===== config.mk =====
export PLATFORM = sky130hd
export DESIGN_NAME = mmap_decoder
export DESIGN_NICKNAME = d
export VERILOG_FILES = /design/src/rtl/mmap_pkg.sv /design/src/rtl/mmap_bank_reg.sv /design/src/rtl/mmap_read_dec.sv /design/src/rtl/mmap_write_dec.sv /design/src/rtl/mmap_decoder.sv
export SDC_FILE = /design/constraint.sdc
export NUM_CORES = 1
export LEC_CHECK = 0
export ABC_AREA = 1
export BUFFER_PORTS_ARGS = -buffer_cell sky130_fd_sc_hd__buf_2
export CAP_MARGIN = 20
export CORE_AREA = 2 2 70 72
export DETAILED_ROUTE_END_ITERATION = 12
export DIE_AREA = 0 0 72 74
export GPL_TIMING_DRIVEN = 1
export HOLD_SLACK_MARGIN = 0.08
export PLACE_DENSITY = 0.8
export SKIP_CTS_REPAIR_TIMING = 1
export SYNTH_ARGS = -nofsm -noshare
export SYNTH_HDL_FRONTEND = slang
export SYNTH_SLANG_ARGS = --single-unit

===== constraint.sdc =====
create_clock -name clk -period 2.55 [get_ports clk]
set_input_delay 0.255 -clock clk [delete_from_list [all_inputs] [get_ports clk]]
set_output_delay 0.255 -clock clk [all_outputs]
set_load 0.02 [all_outputs]

===== src/rtl/mmap_pkg.sv =====
package mmap_pkg;

    localparam int ADDR_W = 16;
    localparam int DATA_W = 8;

    typedef enum logic [1:0] {
        TGT_RAM = 2'b00,
        TGT_ROM = 2'b01,
        TGT_IOW = 2'b10,
        TGT_IOR = 2'b11
    } tgt_e;

    typedef struct packed {
        tgt_e              tgt;
        logic [ADDR_W-1:0] addr;
    } route_t;

    // Region boundaries
    localparam logic [ADDR_W-1:0] LOW_ROM_BASE = 16'hA000;
    localparam logic [ADDR_W-1:0] MID_RAM_BASE = 16'hC000;
    localparam logic [ADDR_W-1:0] IO_BASE      = 16'hD000;
    localparam logic [ADDR_W-1:0] HI_ROM_BASE  = 16'hE000;

    // Sound-chip register block and its mirror zone
    localparam logic [ADDR_W-1:0] SND_BASE     = 16'hD400;
    localparam logic [ADDR_W-1:0] SND_RD_LAST  = 16'hD418;
    localparam logic [ADDR_W-1:0] MIRROR_LO    = 16'hD420;
    localparam logic [ADDR_W-1:0] MIRROR_HI    = 16'hD7FF;
    localparam int                SND_SPAN     = 32;
    localparam int                FOLD_W       = $clog2(SND_SPAN);

    // Digital-playback exempt range
    localparam logic [ADDR_W-1:0] DIGI_LO      = 16'hD418;
    localparam logic [ADDR_W-1:0] DIGI_HI      = 16'hD4FF;

    function automatic logic in_span(input logic [ADDR_W-1:0] a,
                                     input logic [ADDR_W-1:0] lo,
                                     input logic [ADDR_W-1:0] hi);
        return (a >= lo) && (a <= hi);
    endfunction

    function automatic logic io_region(input logic [ADDR_W-1:0] a);
        return (a >= IO_BASE) && (a < HI_ROM_BASE);
    endfunction

    function automatic logic [ADDR_W-1:0] fold_addr(input logic [ADDR_W-1:0] a);
        return SND_BASE | {{(ADDR_W-FOLD_W){1'b0}}, a[FOLD_W-1:0]};
    endfunction

endpackage


===== src/rtl/mmap_bank_reg.sv =====
module mmap_bank_reg
    import mmap_pkg::*;
#(
    parameter logic [DATA_W-1:0] BANK_INIT = 8'h37,
    parameter logic [ADDR_W-1:0] BANK_LOC  = 16'h0001
) (
    input  logic              clk,
    input  logic              rst,
    input  logic              acc_valid,
    input  logic              acc_write,
    input  logic [ADDR_W-1:0] acc_addr,
    input  logic [DATA_W-1:0] acc_wdata,
    output logic [DATA_W-1:0] bank_q
);

    logic hit;

    always_comb begin
        hit = acc_valid && acc_write && (acc_addr == BANK_LOC);
    end

    always_ff @(posedge clk) begin
        if (rst) begin
            bank_q <= BANK_INIT;
        end else if (hit) begin
            bank_q <= acc_wdata;
        end
    end

endmodule


===== src/rtl/mmap_read_dec.sv =====
module mmap_read_dec
    import mmap_pkg::*;
(
    input  logic [ADDR_W-1:0] addr,
    input  logic [1:0]        bank,
    output route_t            route
);

    logic io_on;
    logic low_rom_on;
    logic hi_rom_on;

    always_comb begin
        io_on      = (bank != 2'b00);
        low_rom_on = (bank == 2'b11);
        hi_rom_on  = bank[1];

        route.addr = addr;
        route.tgt  = TGT_RAM;

        if (addr >= LOW_ROM_BASE) begin
            if (io_region(addr)) begin
                if (io_on) begin
                    // sound registers read back the write-side copy
                    route.tgt = in_span(addr, SND_BASE, SND_RD_LAST) ? TGT_IOW : TGT_IOR;
                end
            end else if (addr < MID_RAM_BASE) begin
                if (low_rom_on) route.tgt = TGT_ROM;
            end else if (addr >= HI_ROM_BASE) begin
                if (hi_rom_on) route.tgt = TGT_ROM;
            end
        end
    end

endmodule


===== src/rtl/mmap_write_dec.sv =====
module mmap_write_dec
    import mmap_pkg::*;
#(
    parameter int NUM_SEC  = 2,
    parameter int WIN_SPAN = 32
) (
    input  logic [ADDR_W-1:0]         addr,
    input  logic [1:0]                bank,
    input  logic [NUM_SEC*ADDR_W-1:0] sec_base,
    input  logic                      digi_mode,
    output route_t                    route
);

    localparam int EXT_W = ADDR_W + 1;

    logic [NUM_SEC-1:0] win_hit;
    logic               digi_hit;
    logic               exempt;
    logic               mirror;

    // One comparator pair per secondary window
    for (genvar w = 0; w < NUM_SEC; w++) begin : g_win
        logic [ADDR_W-1:0] base_w;
        logic [EXT_W-1:0]  lo_ext;
        logic [EXT_W-1:0]  hi_ext;
        logic [EXT_W-1:0]  a_ext;
        always_comb begin
            base_w     = sec_base[w*ADDR_W +: ADDR_W];
            lo_ext     = {1'b0, base_w};
            hi_ext     = lo_ext + EXT_W'(WIN_SPAN);
            a_ext      = {1'b0, addr};
            win_hit[w] = (base_w != '0) && (a_ext >= lo_ext) && (a_ext < hi_ext);
        end
    end

    always_comb begin
        digi_hit = digi_mode && in_span(addr, DIGI_LO, DIGI_HI);
        exempt   = (|win_hit) || digi_hit;
        mirror   = in_span(addr, MIRROR_LO, MIRROR_HI);

        route.addr = addr;
        route.tgt  = TGT_RAM;

        if (io_region(addr) && (bank != 2'b00)) begin
            route.tgt = TGT_IOW;
            if (mirror && !exempt) begin
                route.addr = fold_addr(addr);
            end
        end
    end

endmodule


===== src/rtl/mmap_decoder.sv =====
module mmap_decoder
    import mmap_pkg::*;
#(
    parameter int                NUM_SEC   = 2,
    parameter int                WIN_SPAN  = 32,
    parameter logic [DATA_W-1:0] BANK_INIT = 8'h37,
    parameter logic [ADDR_W-1:0] BANK_LOC  = 16'h0001
) (
    input  logic                      clk,
    input  logic                      rst,
    input  logic                      acc_valid,
    input  logic                      acc_write,
    input  logic [ADDR_W-1:0]         acc_addr,
    input  logic [DATA_W-1:0]         acc_wdata,
    input  logic [NUM_SEC*ADDR_W-1:0] sec_base,
    input  logic                      digi_mode,
    output logic [1:0]                tgt,
    output logic [ADDR_W-1:0]         eff_addr
);

    logic [DATA_W-1:0] bank_q;
    route_t            rd_route;
    route_t            wr_route;
    route_t            sel_route;

    mmap_bank_reg #(
        .BANK_INIT (BANK_INIT),
        .BANK_LOC  (BANK_LOC)
    ) u_bank (
        .clk       (clk),
        .rst       (rst),
        .acc_valid (acc_valid),
        .acc_write (acc_write),
        .acc_addr  (acc_addr),
        .acc_wdata (acc_wdata),
        .bank_q    (bank_q)
    );

    mmap_read_dec u_rd (
        .addr  (acc_addr),
        .bank  (bank_q[1:0]),
        .route (rd_route)
    );

    mmap_write_dec #(
        .NUM_SEC  (NUM_SEC),
        .WIN_SPAN (WIN_SPAN)
    ) u_wr (
        .addr      (acc_addr),
        .bank      (bank_q[1:0]),
        .sec_base  (sec_base),
        .digi_mode (digi_mode),
        .route     (wr_route)
    );

    always_comb begin
        sel_route = acc_write ? wr_route : rd_route;
        tgt       = sel_route.tgt;
        eff_addr  = sel_route.addr;
    end

endmodule



==> results.sh, run 1 <==
export IMPL_placed_cell_area_sq_mm=0.00283
export IMPL_rr_endpoint="u_bank.bank_q[0]$_SDFFE_PP1P_"
export IMPL_portBuffers=72
export IMPL_slowest_delay_ns=0.29
export IMPL_pwr_density_cell_mw_per_mm2=207
export IMPL_finalClockSkew_ns=0
export IMPL_slew_viol_final=0
export IMPL_irDropWorstVdd_mv=0.171
export IMPL_max_freq_ghz=0.383
export IMPL_clk_latency_ns=0.21
export IMPL_htreeDepth=1
export IMPL_swShare_pct=47.7
export IMPL_final_area_sq_mm=0.00307
export IMPL_clock_path_buffers=2
export IMPL_seq_area_frac_synth_pct=1.71
export IMPL_cts_buffers=3
export IMPL_synth_nets=522
export IMPL_violations="negative setup slack"
export IMPL_row_count=25
export IMPL_p_leak_uw=0.00179
export IMPL_rsz0062_at_grt="yes"
export IMPL_synth_cell_types=33
export IMPL_area_delta_synth_final_pct=30.9
export IMPL_synthArstFlopShare_pct=0
export IMPL_cp_slowest_cell="ha_1"
export IMPL_ys_warn_count=0
export IMPL_netlist_area_sq_mm=0.00234
export IMPL_cp_max_fo=5
export IMPL_synth_ff_type="dfxtp_1"
export IMPL_arrival_ns=2.36
export IMPL_crit_chain="buf_8 -> ha_4 -> nand2_4 -> nor2_4 -> nand3_4 -> nor2_4 -> nand4_1 -> xor2_1 -> ha_1 -> and3_1 -> nand2_1 -> nor2_1 -> nor2_1 -> nand2_1 -> inv_2 -> nand2_2 -> nand3_4 -> nand2_2 -> inv_1 -> buf_4"
export IMPL_fin_crit_sh_pct=103
export IMPL_antenna_cells=0
export IMPL_p_comb_share_pct=74.6
export IMPL_largest_reg_flops=2
export IMPL_wirelength_mm=6.71
export IMPL_dp_hpwl_mm=5.47
export IMPL_drive_above_1_share_pct=26.2
export IMPL_share_seq_of_total_power_pct=5.0
export IMPL_holdWs_ns=0.262
export IMPL_drc_errors=0
export IMPL_vias=2834
export IMPL_report_final_setup_viol=5
export IMPL_finalPower_uw=635
export IMPL_largestRegisters="u_bank.bank_q x2"
export IMPL_grt_max_degree=9
export IMPL_required_ns=2.30
export IMPL_r2r_slack_ns=1.96
export IMPL_hold_viol=0
export IMPL_max_cap_viol_count=0
export IMPL_cp_end_kind="primary output"
export IMPL_final_antenna_net_count=0
export IMPL_num_io_pins=79
export IMPL_cts_tree="done"
export IMPL_track_usage_pct=24.4
export IMPL_gp_congestion=0.903
export IMPL_die_width_um=72
export IMPL_start_util_pct=51.0
export IMPL_avgSynthCellArea_sq_um=5.79
export IMPL_core_area_sq_mm=0.00460
export IMPL_syn_inst=405
export IMPL_wl_per_cell_um=12.4
export IMPL_cts_root_buffer="clkbuf_8"
export IMPL_r2r_start="u_bank.bank_q[0]$_SDFFE_PP1P_"
export IMPL_antenna_found_initial=0
export IMPL_grt_pass1_wl_mm=10.6
export IMPL_finalWorstSetupSlack_ns=-0.0644
export IMPL_max_slew_margin_pct=80.0
export IMPL_clockPowerShare_pct=20.4
export IMPL_design_die_area_sq_mm=0.00533
export IMPL_crit_start="sec_base[6]"
export IMPL_fin_nets=608
export IMPL_internal_power_uw=332
export IMPL_regMostFlops="u_bank.bank_q"
export IMPL_crit_path_end="eff_addr[8]"
export IMPL_start_kind="primary input"
export IMPL_period_minus_slack_ns=2.61
export IMPL_hold_path_class="in -> reg"
export IMPL_clock_sinks=2
export IMPL_die_h_um=74
export IMPL_viasPerCell=5.22
export IMPL_dr_pass1_iters=4
export IMPL_fin_util_pct=66.8
export IMPL_timing_worst_setup_path_type="in -> out"
export IMPL_reg2reg_depth=2
export IMPL_clk_pin_slew_ns=0.03
export IMPL_grt_pass1_vias=2490
export IMPL_worstMarginPinSlew_ns=0.299
export IMPL_ys_ff_latch=2
export IMPL_p_sw_uw=303
export IMPL_grt_overflow=0
export IMPL_synth_edff_count=0
export IMPL_drtIter0Drc=169
export IMPL_status="finished with violations"
-- power groups by stage --
stage | clock network (uW) | logic, uW | registers [uW]
4_1_cts | 136 | 437 | 31.5
5_1_grt | 137 | 535 | 31.5
2_1_floorplan | 0 | 275 | 31.9
6_report | 130 | 474 | 31.6
3_5_place_dp | 0 | 435 | 31.9
3_3_place_gp | 0 | 420 | 31.9
-- critical path, delay by kind of cell --
family                     cells  cell delay (ns)
xor gates and xnor gates       1             0.18
adders and majority gates      2             0.43
buffers and inverters          4             0.30
and+or+nand+nor               13             1.18
-- stage by stage --
| step | std cells | setup WS, ns | TNS [ns] |
|---|---|---|---|
| floorplan | 405 | 0.170 | 0 |
| global placement | 536 | -0.0925 | -0.455 |
| detailed placement | 536 | -0.154 | -0.722 |
| CTS | 539 | -0.157 | -0.736 |
| global route | 543 | -0.215 | -0.980 |
| finish | 543 | -0.0644 | -0.255 |
-- metal layers --
metal	GRT usage [%]	wire length [um]	vias to the layer above
met2	42.8	3220	113
met4	7.97	105	0
met3	0.407	447	12
met1	32.7	2930	1234
met5	0	0	-
li1	-	-	1475
-- cell usage after synthesis, types with 3 or more instances --
master | count | area [sq um]
a21o_1 | 3 | 22.5
a21oi_1 | 26 | 130
buf_4 | 5 | 37.5
clkbuf_1 | 5 | 18.8
ha_1 | 56 | 701
inv_1 | 67 | 251
nand2_1 | 105 | 394
nand3_1 | 25 | 125
nand4_1 | 7 | 43.8
nor2_1 | 46 | 173
nor2_2 | 3 | 18.8
nor3_1 | 5 | 25.0
nor4_1 | 3 | 18.8
o21a_1 | 3 | 22.5
o21ai_0 | 8 | 40.0
xor2_1 | 15 | 131
-- cell type report --
cell class / count / area (sq um)
Inverter: 70 / 263
Fill cell: 407 / 1530
Timing Repair Buffer: 92 / 562
Tap cell: 54 / 67.6
Multi-Input combinational cell: 322 / 2100
Sequential cell: 2 / 40.0
Clock buffer: 3 / 41.3
-- cells in the final DEF (no fill, tap or decap), types with 2 or more instances in the layout --
| master | n |
|---|---|
| nand2_1 | 98 |
| inv_1 | 64 |
| buf_2 | 62 |
| ha_1 | 54 |
| nor2_1 | 41 |
| a21oi_1 | 26 |
| buf_4 | 24 |
| nand3_1 | 20 |
| xor2_1 | 15 |
| o21ai_0 | 8 |
| nand2_2 | 7 |
| nand4_1 | 7 |
| nor2_4 | 6 |
| inv_2 | 6 |
| nor3_1 | 5 |
| buf_6 | 5 |
| nor2_2 | 4 |
| nand3_2 | 4 |
| nor4_1 | 3 |
| o21a_1 | 3 |
| a21o_1 | 3 |
| clkbuf_8 | 3 |
| and3_1 | 2 |
| nand3_4 | 2 |
| xnor2_1 | 2 |
| o211ai_1 | 2 |
| ha_4 | 2 |
| dfxtp_1 | 2 |
-- logic make-up after synthesis --
family	synth area share [%]
adder cells (fa/ha/maj)	29.9
buffers and inverters	14.0
XOR/XNOR	6.35
AND/OR/NAND/NOR	37.7
AO/OA/AOI/OAI	10.4
flip-flops	1.71
-- how the worst min path moves through the flow --
stage | to | slack (ns) | startpoint | depth (start not counted)
after CTS | u_bank.bank_q[1]$_SDFFE_PP1P_ | 0.26 | rst | 3
after floorplan | u_bank.bank_q[0]$_SDFFE_PP1P_ | 0.39 | rst | 2
after detailed placement | u_bank.bank_q[0]$_SDFFE_PP1P_ | 0.50 | rst | 3
after global routing | u_bank.bank_q[1]$_SDFFE_PP1P_ | 0.30 | rst | 3
final | u_bank.bank_q[1]$_SDFFE_PP1P_ | 0.26 | rst | 3
after global placement | u_bank.bank_q[0]$_SDFFE_PP1P_ | 0.48 | rst | 3
No activity file was read; power rests on OpenSTA's default activity.
==> run 2: changes to the inputs <==
--- a/config.mk
+++ b/config.mk
@@ -8,13 +8,14 @@
 export ABC_AREA = 1
 export BUFFER_PORTS_ARGS = -buffer_cell sky130_fd_sc_hd__buf_2
 export CAP_MARGIN = 20
-export CORE_AREA = 2 2 70 72
+export CORE_AREA = 2 2 77 79
 export DETAILED_ROUTE_END_ITERATION = 12
-export DIE_AREA = 0 0 72 74
+export DIE_AREA = 0 0 79 81
 export GPL_TIMING_DRIVEN = 1
 export HOLD_SLACK_MARGIN = 0.08
-export PLACE_DENSITY = 0.8
+export PLACE_DENSITY = 0.81
 export SKIP_CTS_REPAIR_TIMING = 1
 export SYNTH_ARGS = -nofsm -noshare
 export SYNTH_HDL_FRONTEND = slang
+export SYNTH_HIERARCHICAL = 1
 export SYNTH_SLANG_ARGS = --single-unit
==> run 2 against run 1 <==
- the run still ends with negative setup slack left
- synthesized cell count rose by 19%
- flip-flop and latch count did not move
- first-iteration DRC count fell by 24%
- count of clock-buffer cells in the layout did not move
- critical path depth did not move
- utilization fell by 9.0 points
- clock power fell by 6%
- sequential share of layout area fell by 0.083 points
- final cell count rose by 15%
- non-clock buffer count rose by 2
- sequential power barely moved
- worst hold slack improved by 0.0056 ns
- critical path type unchanged
==> results.sh, run 2 <==
export IMPL_min_delay_start="rst"
export IMPL_crit_chain="buf_8 -> ha_4 -> nand2_2 -> inv_2 -> nand4_1 -> nor2_2 -> nand3_1 -> xor2_1 -> ha_1 -> and3_1 -> nand2_1 -> nor2_1 -> nand2_1 -> nand3_1 -> nand2_2 -> nor2_4 -> nor2_1 -> nand2_1 -> nand2_1 -> buf_4"
export IMPL_crit_path_frequent_cell="nand2_1"
export IMPL_syn_inst=483
export IMPL_wirelength_mm=6.83
export IMPL_num_io_pins=79
export IMPL_slowest_delay_ns=0.30
export IMPL_die_width_um=79
export IMPL_arrival_ns=2.46
export IMPL_cts_tree="done"
export IMPL_regMostFlops="u_bank/bank_q"
export IMPL_period_minus_slack_ns=2.72
export IMPL_largest_reg_flops=2
export IMPL_wl_per_cell_um=11.0
export IMPL_clk_pin_slew_ns=0.03
export IMPL_irDropWorstVdd_mv=0.156
export IMPL_reg2reg_depth=2
export IMPL_r2r_start="u_bank/bank_q[1]$_SDFFE_PP1P_"
export IMPL_drive_above_1_share_pct=23.9
export IMPL_design_die_area_sq_mm=0.00640
export IMPL_grt_overflow=0
export IMPL_r2r_slack_ns=1.97
export IMPL_fin_nets=668
export IMPL_required_ns=2.30
export IMPL_cp_max_fo=5
export IMPL_row_count=28
export IMPL_rsz0062_at_grt="yes"
export IMPL_finalWorstSetupSlack_ns=-0.167
export IMPL_hold_path_class="in -> reg"
export IMPL_drc_errors=0
export IMPL_synth_nets=600
export IMPL_rr_endpoint="u_bank/bank_q[1]$_SDFFE_PP1P_"
export IMPL_cp_slowest_cell="ha_1"
export IMPL_fin_crit_sh_pct=107
export IMPL_final_antenna_net_count=0
export IMPL_die_h_um=81
export IMPL_clk_latency_ns=0.21
export IMPL_report_final_setup_viol=5
export IMPL_grt_pass1_wl_mm=11.4
export IMPL_holdWs_ns=0.268
export IMPL_finalClockSkew_ns=0
export IMPL_vias=3047
export IMPL_p_leak_uw=0.00195
export IMPL_ys_warn_count=6
export IMPL_antenna_found_initial=0
export IMPL_antenna_cells=0
export IMPL_core_area_sq_mm=0.00568
export IMPL_clock_sinks=2
export IMPL_fin_util_pct=57.8
export IMPL_cts_root_buffer="clkbuf_8"
export IMPL_max_cap_viol_count=0
export IMPL_portBuffers=72
export IMPL_dp_hpwl_mm=5.75
export IMPL_hold_end="u_bank/bank_q[1]$_SDFFE_PP1P_"
export IMPL_slew_viol_final=0
export IMPL_gp_congestion=0.909
export IMPL_netlist_area_sq_mm=0.00274
export IMPL_grt_pass1_vias=2788
export IMPL_drtIter0Drc=128
export IMPL_pwr_density_cell_mw_per_mm2=206
export IMPL_htreeDepth=1
export IMPL_hold_viol=0
export IMPL_cp_end_kind="primary output"
export IMPL_violations="negative setup slack"
export IMPL_grt_max_degree=21
export IMPL_status="finished with violations"
export IMPL_start_util_pct=48.3
export IMPL_final_cell_mix="140 x nand2_1, 69 x inv_1, 64 x buf_2, 54 x ha_1, 53 x nor2_1"
export IMPL_avgSynthCellArea_sq_um=5.68
export IMPL_start_kind="primary input"
export IMPL_dr_pass1_iters=4
export IMPL_clock_path_buffers=2
export IMPL_min_path_cells=3
export IMPL_area_delta_synth_final_pct=19.5
export IMPL_track_usage_pct=21.0
export IMPL_viasPerCell=4.88
export IMPL_timing_worst_setup_path_type="in -> out"
export IMPL_max_freq_ghz=0.368
export IMPL_cts_buffers=3
export IMPL_layout_commonest_cell="nand2_1"
export IMPL_largestRegisters="u_bank/bank_q x2"
-- run 2: how the worst max path moves through the flow --
stage	start	endpoint	slack [ns]	cells past startpoint
2_1_floorplan	sec_base[21]	eff_addr[5]	0.22	18
3_3_place_gp	sec_base[22]	eff_addr[6]	-0.15	20
3_5_place_dp	sec_base[22]	eff_addr[5]	-0.22	20
4_1_cts	sec_base[22]	eff_addr[5]	-0.22	20
5_1_grt	sec_base[22]	eff_addr[9]	-0.34	21
6_report	sec_base[22]	eff_addr[6]	-0.17	20
-- run 2: final cells by class --
cell class / count / area [sq um]
timing repair buffer: 94 / 564
inverter: 75 / 289
fill: 554 / 2400
clock buffer: 3 / 41.3
tap: 75 / 93.8
sequential: 2 / 40.0
multi-input combinational: 375 / 2250
-- run 2: layer usage --
metal	vias up	part of all wire (%)	GRT usage [%]
met5	-	0	0
met4	0	0.94	3.62
met3	6	3.4	0.667
met2	71	48	39.2
met1	1331	47	27.3
li1	1639	-	-
-- run 2: worst max-delay path: cells and delay by family --
| family | cells | cell delay [ns] |
|---|---|---|
| adder cells (fa/ha/maj) | 2 | 0.42 |
| buffers and inverters | 3 | 0.28 |
| AND/OR/NAND/NOR | 14 | 1.33 |
| XOR/XNOR | 1 | 0.18 |
-- run 2: per-stage QoR --
step / setup TNS [ns] / power [uW] / cell area [sq um] / setup WS, ns / cells
finish: -0.796 / 674 / 3280 / -0.167 / 624
global route: -1.58 / 747 / 3280 / -0.337 / 624
CTS: -1.08 / 656 / 3180 / -0.224 / 623
detailed placement: -1.05 / 530 / 3130 / -0.216 / 620
global placement: -0.728 / 513 / 3130 / -0.147 / 620
floorplan: 0 / 374 / 2740 / 0.219 / 483
-- run 2: power breakdown --
group	switching, uW	total [uW]	internal, uW
Sequential	0.000264	31.6	31.6
Clock	22.5	122	99.6
Combinational	307	521	214
==> run 3: changes to the inputs <==
--- a/config.mk
+++ b/config.mk
@@ -14,6 +14,7 @@
 export GPL_TIMING_DRIVEN = 1
 export HOLD_SLACK_MARGIN = 0.08
 export PLACE_DENSITY = 0.81
+export SETUP_SLACK_MARGIN = 0.1
 export SKIP_CTS_REPAIR_TIMING = 1
 export SYNTH_ARGS = -nofsm -noshare
 export SYNTH_HDL_FRONTEND = slang
==> constraint.sdc (replaced) <==
create_clock -name clk -period 2.55 [get_ports clk]
set_input_delay 0.255 -clock clk [delete_from_list [all_inputs] [get_ports clk]]
set_output_delay 0.255 -clock clk [all_outputs]
set_load 0.05 [all_outputs]
==> run 3 against run 2 <==
- clock power is essentially flat
- count of clock-buffer cells in the layout unchanged
- the flow still finishes with violations (negative setup slack)
- setup slack worse by 0.088 ns
- sequential share of layout area decreased by 0.053 points
- final area grew 4.6%
- critical endpoint is now eff_addr[7]
- clock skew did not move
- flip-flop and latch count unchanged
- die area stayed put
- sequential power is essentially flat
- worst hold slack got worse by 0.0088 ns
- first-iteration DRC count decreased by 5.5%
==> results.sh, run 3 (synthesis gave the netlist of run 2 again) <==
export IMPL_clk_latency_ns=0.21
export IMPL_fin_tns_setup_ns=-1.10
export IMPL_die_width_um=79
export IMPL_cts_root_buffer="clkbuf_8"
export IMPL_fin_crit_sh_pct=110
export IMPL_finalPower_uw=761
export IMPL_min_path_cells=3
export IMPL_cp_top_family="simple AND/OR/NAND/NOR gates"
export IMPL_irDropWorstVdd_mv=0.141
export IMPL_start_util_pct=48.3
export IMPL_fin_util_pct=60.4
export IMPL_hold_viol=0
export IMPL_final_antenna_net_count=0
export IMPL_required_ns=2.30
export IMPL_drc_errors=0
export IMPL_placed_cell_area_sq_mm=0.00319
export IMPL_worst_path_stages=22
export IMPL_vias=3167
export IMPL_slowest_delay_ns=0.31
export IMPL_clk_pin_slew_ns=0.03
export IMPL_r2r_slack_ns=1.94
export IMPL_clock_path_buffers=2
export IMPL_antenna_cells=0
export IMPL_seq_area_sq_um=40.0
export IMPL_die_h_um=81
export IMPL_grt_max_degree=21
export IMPL_grt_overflow=0
export IMPL_dr_pass1_iters=5
export IMPL_dp_hpwl_mm=5.86
export IMPL_cts_tree="done"
export IMPL_fillerInstances=533
export IMPL_final_area_sq_mm=0.00343
export IMPL_max_freq_ghz=0.357
export IMPL_met2_usage_pct=40.4
export IMPL_report_final_setup_viol=5
export IMPL_finalClockSkew_ns=0
export IMPL_cp_end_kind="primary output"
export IMPL_row_count=28
export IMPL_max_cap_viol_count=0
export IMPL_fin_nets=678
export IMPL_htreeDepth=1
export IMPL_timing_worst_setup_path_type="in -> out"
export IMPL_violations="negative setup slack"
export IMPL_cts_buffers=3
export IMPL_use_met1_pct=27.3
export IMPL_regMostFlops="u_bank/bank_q"
export IMPL_final_cell_mix="135 x nand2_1, 69 x inv_1, 64 x buf_2, 54 x ha_1, 52 x nor2_1"
export IMPL_start_kind="primary input"
export IMPL_grt_pass1_vias=2849
export IMPL_cp_slowest_cell="ha_1"
export IMPL_rsz0062_at_grt="yes"
export IMPL_grt_pass1_wl_mm=11.6
export IMPL_finalWorstSetupSlack_ns=-0.255
export IMPL_period_minus_slack_ns=2.81
export IMPL_gp_congestion=0.946
export IMPL_status="finished with violations"
export IMPL_area_delta_synth_final_pct=25.0
export IMPL_drive_above_1_share_pct=27.2
export IMPL_top_usage_layer="met2"
export IMPL_viasPerCell=5.00
export IMPL_antenna_found_initial=0
export IMPL_layout_commonest_cell="nand2_1"
export IMPL_core_area_sq_mm=0.00568
export IMPL_multi_input_area_sq_mm=0.00230
export IMPL_cp_max_fo=5
export IMPL_largest_reg_flops=2
export IMPL_p_leak_uw=0.00202
export IMPL_worst_path_buf_inv=2
export IMPL_num_io_pins=79
export IMPL_crit_chain="buf_4 -> nand2_1 -> nor2_2 -> nand3_2 -> nor2_4 -> nand2_1 -> xor2_1 -> ha_1 -> nand2_1 -> nand2_1 -> nand2_1 -> nand2_1 -> nand2_1 -> nand2_1 -> nor2_1 -> nand3_2 -> nand2_2 -> nor2_4 -> nor2_1 -> nand2_1 -> nand2_2 -> buf_8"
export IMPL_reg2reg_depth=2
export IMPL_grt_util_met3_pct=0.667
export IMPL_crit_path_frequent_cell="nand2_1"
export IMPL_slew_viol_final=0
export IMPL_wl_per_cell_um=11.6
export IMPL_track_usage_pct=21.5
export IMPL_design_die_area_sq_mm=0.00640
export IMPL_pwr_density_cell_mw_per_mm2=222
export IMPL_largestRegisters="u_bank/bank_q x2"
export IMPL_clock_sinks=2
export IMPL_portBuffers=72
export IMPL_wirelength_mm=7.38
export IMPL_arrival_ns=2.55
export IMPL_hold_path_class="in -> reg"
export IMPL_drtIter0Drc=121
## run 3: power breakdown
part,leakage [uW],switching (uW),internal (uW)
Combinational,0.00198,372,234
Sequential,0.0000162,0.000302,31.6
Clock,0.0000216,23.6,99.7
## run 3: final timing paths
path / end / from
max: eff_addr[7] / sec_base[23]
min: u_bank/bank_q[0]$_SDFFE_PP1P_ / rst
max reg2reg: u_bank/bank_q[1]$_SDFFE_PP1P_ / u_bank/bank_q[1]$_SDFFE_PP1P_
min reg2reg: u_bank/bank_q[0]$_SDFFE_PP1P_ / u_bank/bank_q[0]$_SDFFE_PP1P_
## run 3: metrics by stage
stage | hold slack (ns) | instances | setup slack [ns]
4_1_cts | 0.255 | 629 | -0.318
6_report | 0.259 | 634 | -0.255
2_1_floorplan | 0.375 | 483 | 0.156
3_3_place_gp | 0.465 | 626 | -0.242
3_5_place_dp | 0.469 | 626 | -0.306
5_1_grt | 0.267 | 634 | -0.360
## run 3: tightest hold or removal path, stage by stage
cell and delay, ns:
buf_2 0.08, inv_1 0.04, nand3_1 0.06
## run 3: metal layers
layer / share of wire, % / wire, um
met1: 45 / 3330
met4: 1.5 / 114
met5: 0 / 0
met3: 4.6 / 342
met2: 49 / 3600
## run 3: final cells by class
class	count	share of cell area, %
inverter	75	8.43
multi-input combinational	375	67.1
tap	75	2.74
sequential	2	1.17
clock buffer	3	1.20
timing repair buffer	104	19.4
